$ cat src/rtl/exc_vector_pkg.sv
package exc_vector_pkg;
  localparam int XLEN = 32;
  localparam int CODE_W = 5;
  localparam int CPU_W = 10;
  localparam int OFF_W = 12;
  localparam logic [CODE_W-1:0] CODE_CACHE_ERR = 5'd30;

  typedef enum logic [1:0] {
    VEC_BOOT    = 2'd0,
    VEC_UNCACHE = 2'd1,
    VEC_BASE    = 2'd2
  } vecMode_e;

  typedef struct packed {
    logic             loadBase;
    logic             takeExc;
    logic             saveEpc;
    vecMode_e         mode;
    logic [OFF_W-1:0] offset;
  } ctrlStrobes_t;
endpackage

$ cat src/rtl/exc_vector_ctrl.sv
module exc_vector_ctrl
  import exc_vector_pkg::*;
(
  input  logic              wrEn,
  input  logic              excValid,
  input  logic [CODE_W-1:0] excCode,
  input  logic              statusBev,
  input  logic              statusExl,
  input  logic              cfgSc,
  input  logic              cfgCv,
  output ctrlStrobes_t      strobes
);
  localparam logic [OFF_W-1:0] OFF_CACHE = 12'h100;
  localparam logic [OFF_W-1:0] OFF_GENERAL = 12'h180;

  logic isCacheErr;
  logic cachedAllowed;

  always_comb begin
    isCacheErr = (excCode == CODE_CACHE_ERR);
    cachedAllowed = cfgSc && cfgCv;
    strobes.loadBase = wrEn;
    strobes.takeExc = excValid;
    strobes.saveEpc = excValid && !statusExl;
    strobes.offset = isCacheErr ? OFF_CACHE : OFF_GENERAL;
    if (statusBev)
      strobes.mode = VEC_BOOT;
    else if (isCacheErr && !cachedAllowed)
      strobes.mode = VEC_UNCACHE;
    else
      strobes.mode = VEC_BASE;
  end
endmodule

$ cat src/rtl/exc_vector_datapath.sv
module exc_vector_datapath
  import exc_vector_pkg::*;
#(
  parameter bit WG_EN = 1'b1,
  parameter logic [XLEN-1:0] BOOT_BASE = 32'hBFC0_0000
) (
  input  logic              clk,
  input  logic              rstN,
  input  ctrlStrobes_t      strobes,
  input  logic [CPU_W-1:0]  cpuIndex,
  input  logic [XLEN-1:0]   wrData,
  input  logic [CODE_W-1:0] excCode,
  input  logic [XLEN-1:0]   resumePc,
  input  logic [XLEN-1:0]   causeIn,
  output logic [XLEN-1:0]   baseValue,
  output logic [XLEN-1:0]   handlerPc,
  output logic              handlerValid,
  output logic              setExl,
  output logic [XLEN-1:0]   epc,
  output logic [XLEN-1:0]   causeOut
);
  localparam int GATE_POS = 11;
  localparam int CODE_LSB = 2;
  localparam logic [XLEN-1:0] MID_MASK = 32'h3FFF_F000;
  localparam logic [XLEN-1:0] TOP_MASK = 32'hC000_0000;
  localparam logic [XLEN-1:0] GATE_MASK = XLEN'(1) << GATE_POS;
  localparam logic [XLEN-1:0] UNC_SEG = 32'hA000_0000;
  localparam logic [XLEN-1:0] UNC_KEEP = 32'h1FFF_F000;
  localparam logic [XLEN-1:0] BOOT_GAP = 32'h0000_0200;
  localparam logic [XLEN-1:0] RESET_TOP = 32'h8000_0000;
  localparam logic [XLEN-1:0] CODE_MASK = ((XLEN'(1) << CODE_W) - 1) << CODE_LSB;

  logic [XLEN-1:0] baseReg;
  logic [XLEN-1:0] wrMask;
  logic [XLEN-1:0] nextBase;
  logic [XLEN-1:0] offsetExt;
  logic [XLEN-1:0] nextPc;
  logic [XLEN-1:0] nextCause;

  always_comb begin
    wrMask = MID_MASK;
    if (WG_EN) begin
      wrMask = wrMask | GATE_MASK;
      if (wrData[GATE_POS]) wrMask = wrMask | TOP_MASK;
    end
    nextBase = (baseReg & ~wrMask) | (wrData & wrMask);
  end

  always_comb begin
    offsetExt = {{(XLEN-OFF_W){1'b0}}, strobes.offset};
    unique case (strobes.mode)
      VEC_BOOT:    nextPc = BOOT_BASE + BOOT_GAP + offsetExt;
      VEC_UNCACHE: nextPc = (UNC_SEG | (baseReg & UNC_KEEP)) + offsetExt;
      default:     nextPc = {baseReg[XLEN-1:OFF_W], {OFF_W{1'b0}}} + offsetExt;
    endcase
    nextCause = (causeIn & ~CODE_MASK) | ({{(XLEN-CODE_W){1'b0}}, excCode} << CODE_LSB);
  end

  always_ff @(posedge clk) begin
    if (!rstN) begin
      baseReg <= RESET_TOP | {{(XLEN-CPU_W){1'b0}}, cpuIndex};
      handlerPc <= '0;
      handlerValid <= 1'b0;
      setExl <= 1'b0;
      epc <= '0;
      causeOut <= '0;
    end else begin
      if (strobes.loadBase) baseReg <= nextBase;
      handlerValid <= strobes.takeExc;
      setExl <= strobes.takeExc;
      if (strobes.takeExc) begin
        handlerPc <= nextPc;
        causeOut <= nextCause;
      end
      if (strobes.saveEpc) epc <= resumePc;
    end
  end

  assign baseValue = baseReg;
endmodule

$ cat src/rtl/exc_vector_unit.sv
module exc_vector_unit
  import exc_vector_pkg::*;
#(
  parameter bit WG_EN = 1'b1,
  parameter logic [31:0] BOOT_BASE = 32'hBFC0_0000
) (
  input  logic        clk,
  input  logic        rstN,
  input  logic [9:0]  cpuIndex,
  input  logic        wrEn,
  input  logic [31:0] wrData,
  output logic [31:0] rdData,
  input  logic        excValid,
  input  logic [4:0]  excCode,
  input  logic        statusBev,
  input  logic        statusExl,
  input  logic        cfgSc,
  input  logic        cfgCv,
  input  logic [31:0] resumePc,
  input  logic [31:0] causeIn,
  output logic [31:0] handlerPc,
  output logic        handlerValid,
  output logic        setExl,
  output logic [31:0] epc,
  output logic [31:0] causeOut
);
  ctrlStrobes_t strobes;

  exc_vector_ctrl u_ctrl (
    .wrEn(wrEn), .excValid(excValid), .excCode(excCode),
    .statusBev(statusBev), .statusExl(statusExl),
    .cfgSc(cfgSc), .cfgCv(cfgCv), .strobes(strobes)
  );

  exc_vector_datapath #(.WG_EN(WG_EN), .BOOT_BASE(BOOT_BASE)) u_dp (
    .clk(clk), .rstN(rstN), .strobes(strobes), .cpuIndex(cpuIndex),
    .wrData(wrData), .excCode(excCode), .resumePc(resumePc),
    .causeIn(causeIn), .baseValue(rdData), .handlerPc(handlerPc),
    .handlerValid(handlerValid), .setExl(setExl), .epc(epc),
    .causeOut(causeOut)
  );
endmodule

$ cat config.mk
export PLATFORM = sky130hd
export DESIGN_NAME = exc_vector_unit
export DESIGN_NICKNAME = d
export VERILOG_FILES = /design/src/rtl/exc_vector_pkg.sv /design/src/rtl/exc_vector_ctrl.sv /design/src/rtl/exc_vector_datapath.sv /design/src/rtl/exc_vector_unit.sv
export SDC_FILE = /design/constraint.sdc
export NUM_CORES = 1
export LEC_CHECK = 0
export ABC_AREA = 1
export BUFFER_PORTS_ARGS = -buffer_cell sky130_fd_sc_hd__buf_2
export CAP_MARGIN = 20
export CORE_ASPECT_RATIO = 1.2
export CORE_MARGIN = 5
export CORE_UTILIZATION = 48
export CTS_BUF_LIST = sky130_fd_sc_hd__clkbuf_8
export DETAILED_ROUTE_END_ITERATION = 8
export GPL_ROUTABILITY_DRIVEN = 0
export HOLD_SLACK_MARGIN = 0.03
export PLACE_DENSITY = 0.94
export REMOVE_ABC_BUFFERS = 1
export SLEW_MARGIN = 20
export SYNTH_ARGS = -nofsm -noshare
export SYNTH_HDL_FRONTEND = slang
export SYNTH_SLANG_ARGS = --single-unit
$ cat constraint.sdc
create_clock -name clk -period 2.3 [get_ports clk]
set_input_delay 0 -clock clk [delete_from_list [all_inputs] [get_ports clk]]
set_output_delay 0 -clock clk [all_outputs]
set_load 0.03 [all_outputs]
* Yosys cells after proc, flatten, opt, wreduce, memory -nomap -nowiden
Index checks and enable logic that the tools add are counted.
** Operators by class
- $add $sub $neg :: 3
- Equality and inequality tests :: 3
- Mux-type cells :: 7
- Bitwise operators :: 5
- Reduce and logical (&&, ||, !) cells :: 6
** Operators by type and width (number)
- adder 32 x 9 -> 32 bit :: 2
- AND 32 bit :: 2
- case mux 32 bit (2 select lines) :: 1
- adder 32 x 9 -> 32 bit, first input constant :: 1
- 2-to-1 mux 32 bit :: 1
- NOT 32 bit :: 1
- OR 32 bit :: 1
- OR 32 x 7 -> 32 bit :: 1
- 2-to-1 mux 10 bit :: 2
- 2-to-1 mux 8 bit :: 1
- equality test 5 bit, second input constant :: 1
- 2-to-1 mux 2 bit :: 2
- logical AND 1 bit :: 3
- equality test 2 x 1 -> 1 bit, second input constant :: 1
- zero test 1 bit :: 2
- zero test 2 bit :: 1
- != test 2 x 1 -> 1 bit, second input constant :: 1
** Word-level totals
- Register bits :: 129
- Bits of input ports :: 119
- Logic and storage cells :: 30

* Depth between registers and ports, before layout
- Depth in word-level cells :: 7
- Gate-level depth with buffers :: 7
- Mapped depth without buffers :: 6

* Modules after synthesis
Synthesis repeated with hierarchy kept, for this count alone.
** Second synthesis, totals
- Cells, all modules :: 573
- Area, all modules :: 4709.5 µm²
** Modules (own cells, without submodules)
- exc_vector_datapath :: instances 1, cells an instance 544, area each 4538.1 µm²
- exc_vector_ctrl :: instances 1, cells an instance 29, area each 171.4 µm²

* Least setup slack after synthesis
No wires, ideal clock.
- Path type :: register -> register
- Start :: register u_dp.baseReg[12] (netlist: u_dp.baseValue[12])
- End :: register u_dp.handlerPc[12]
- Library setup time :: 0.078 ns
- Data arrival time :: 0.716 ns
- Slack :: 1.506 ns
- Stages on the path, launching flop included :: 3
- Buffers on the path :: 0
- Period minus slack after synthesis :: 0.794 ns
- Cells stage by stage :: dfxtp_1 -> nor2_1 -> nor3_1
** Between the ends
- Longest elaborated chain between the ends :: 2
- Elaborated cells on any way between the ends :: 3
** Ends and longest elaborated chain
- from (decl) :: line exc_vector_datapath.sv:33 : logic [XLEN-1:0] baseReg;
- from (signal assigned) :: line exc_vector_datapath.sv:61 : baseReg <= RESET_TOP | {{(XLEN-CPU_W){1'b0}}, cpuIndex};
- from (signal assigned) :: line exc_vector_datapath.sv:68 : if (strobes.loadBase) baseReg <= nextBase;
- adder 32 x 9 -> 32 bit, on equally long branches :: line exc_vector_datapath.sv:54, exc_vector_datapath.sv:53
- case mux 32 bit (2 select lines) * :: line exc_vector_datapath.sv:51 : unique case (strobes.mode)
- to (signal assigned) :: line exc_vector_datapath.sv:72 : handlerPc <= nextPc;
- to (decl) :: line exc_vector_datapath.sv:16 : output logic [XLEN-1:0] handlerPc,
Mark *: on every way between the ends. The rest lies on a longest branch, timed or not.
A chain may end at the register's enable or synchronous reset.

* Worst setup path in the final report
- Start :: input port excValid
- End :: register u_dp.epc[27]
** Between the ends
- Longest elaborated chain between the ends :: 1
** Ends and longest elaborated chain
- from (decl) :: line exc_vector_unit.sv:13 : input logic excValid,
- logical AND 1 bit :: line exc_vector_ctrl.sv:24 : strobes.saveEpc = excValid && !statusExl;
- to (signal assigned) :: line exc_vector_datapath.sv:75 : if (strobes.saveEpc) epc <= resumePc;
- to (decl) :: line exc_vector_datapath.sv:19 : output logic [XLEN-1:0] epc,
No other way between the ends.

==> reports/results.ini <==
[cells_and_area]
multi_input_area_um2=1480
area_growth_pct=62.2
fillerInstances=480
layout_commonest_cell=buf_2
final_util=0.802
stdcell_count=985
seq_area_um2=2480
final_area_um2=6910
final_cell_mix=buf_2, nor2_1, dlygate4sd3_1, dfxtp_1, o21ai_0
final_nets=973
layout-drive-gt1-share=0.299

[synthesis]
synthTopCellsByArea=dfxtp_1, nor2_1, o21ai_0
syn_inst=520
yosysTopAreaCellShare=0.512
ys_ff_latch=119
synth_cell_types=21
syn_avg_cell_area_um2=8.19
synth_warnings=0
ys_seq_area_frac=0.583
synthesis.area_um2=4260
synth_largest_area_cell=dfxtp_1

[setup_path]
crit_path_max_fanout=33
worstPathArrival_ns=2.31
path_cells=dlygate4sd3_1, buf_2, inv_4, nor2_8, inv_2, nor2_1, nor2_1, dlygate4sd3_1
crit_type=primary input to register
cp.required_ns=2.60
start_kind=primary input
worstSetupEndpointType=register
ff2ff_setup_slack_ns=1.02
cp_slowest_stage_delay_ns=0.57
crit_path_top_delay_cell=dlygate4sd3_1
crit_buf_inv=5
cp_top_family=buffers and inverters

[timing]
rsz0062_at_grt=no
finalSetupViolations=0
worst_clock_skew_ns=0.00994
setup_tns_ns=0
max_slew_margin=0.617
worst_pin_slew_ns=0.575
post-route-period-util=0.875
final-max-slew-violation-count=0
fmax_mhz=497
finalCriticalPeriod_ns=2.01
hold_viol_final=0

[clock_network]
h-tree-depth=4
cts_resized=0
clkTransAtPathRegs_ns=0.07
cts_tree=built
postCtsHoldBufs=122
numCtsBuffers=17
clock-sinks=119
cts_buffer_depth=2
clock-root-buffer=clkbuf_8
cts_setup_buffers=0
clock_latency_ns=0.42

[global_routing]
antenna_found_initial=1
grt_pass1_vias=5397
grt_pass1_wl_um=26500
grt_max_degree=60
grt.total_usage=0.317
overflow=0

[floorplan]
die-area_um2=10900
rows=37
start_util=0.494
core_area_um2=8610
ios=249
die_h_um=113
die_w_um=96.0

[run]
cap_viol_max_count=0

[placement]
dpl.cell_count=830
io_buffers=222
place_area_um2=5320
dp_hpwl_um=8390

[route]
route.met2.wl_um=8350
wl_per_cell_um=17.7
ant_nets=0
drt-met1-wl_um=5820
routed_wl_um=17400
via_count=5167
routed-wl-met3_um=1960
top_layer=met4
drt-initial-drc-count=376
vias_per_cell=5.25
route.detailed.drc=0
drt-pass1-iter-count=5

[min_path]
hold_path_class=primary input to register

[power]
leakage_nw=3.56
totalPowerFinal_mw=5.09
power_density_nw_per_um2=738
vdd_drop_max_mv=0.462

[run_status]
status=finished clean

## synth_stat cells (all sizes together)
master  number
a21oi        5
buf         33
clkbuf       9
conb         1
dfxtp      109
edfxtp      10
inv         19
nand2       35
nand3       13
nor2       191
nor3        10
o211ai       1
o21ai       84
## path summary, 6_finish.rpt
check	cells past startpoint	from	to
worst max-delay path	8	excValid	u_dp.epc[27]
worst min-delay path	4	statusExl	u_dp.epc[1]
worst max register to register	3	register	register
worst min register to register	2	u_dp.handlerPc[8]	u_dp.handlerPc[8]
## state kept, by name, indices dropped and copies added (netlist names), named ones only
register,flops
u_dp.causeOut,32
u_dp.epc,32
u_dp.baseValue,29
u_dp.handlerPc,23
u_dp.handlerValid,1
## power by group
group,total [mW],internal (mW),switching [mW]
Sequential,2.32,2.23,0.0823
Clock,1.74,0.928,0.813
Combinational,1.04,0.377,0.659
Total,5.09,3.54,1.55
## stage by stage
step	hold WS, ns	setup WS (ns)
2_1_floorplan	0.0841	1.38
3_3_place_gp	0.176	1.01
3_5_place_dp	0.178	1.01
4_1_cts	0.0304	0.398
5_1_grt	0.0714	0.222
6_report	0.0680	0.287
## cell type report
cell class,instances,share of cell area
antenna,2,0.000725
clock buffer,17,0.0339
clock inverter,14,0.0176
inverter,19,0.0107
multi-input combinational,349,0.214
sequential,119,0.359
tap,117,0.0212
timing repair buffer,348,0.342
## worst register-to-register path: stages, from the launching register on
cell and delay, ns:
dfxtp_1 0.34, nor2_1 0.18, nor2_1 0.08, dlygate4sd3_1 0.58
## cell families after synthesis
| logic type | Yosys count | synth area share |
|---|---|---|
| simple gates | 249 | 0.232 |
| flops | 119 | 0.583 |
| compound gates | 90 | 0.106 |
| buf+inv | 61 | 0.0773 |
| other cells | 1 | 0.000881 |
## metal layers
layer	GRT usage	vias up
met3	0.122	134
met5	0	-
li1	-	2308
met2	0.522	420
met4	0.228	0
met1	0.320	2305
Power figures use the tool's default switching activity.
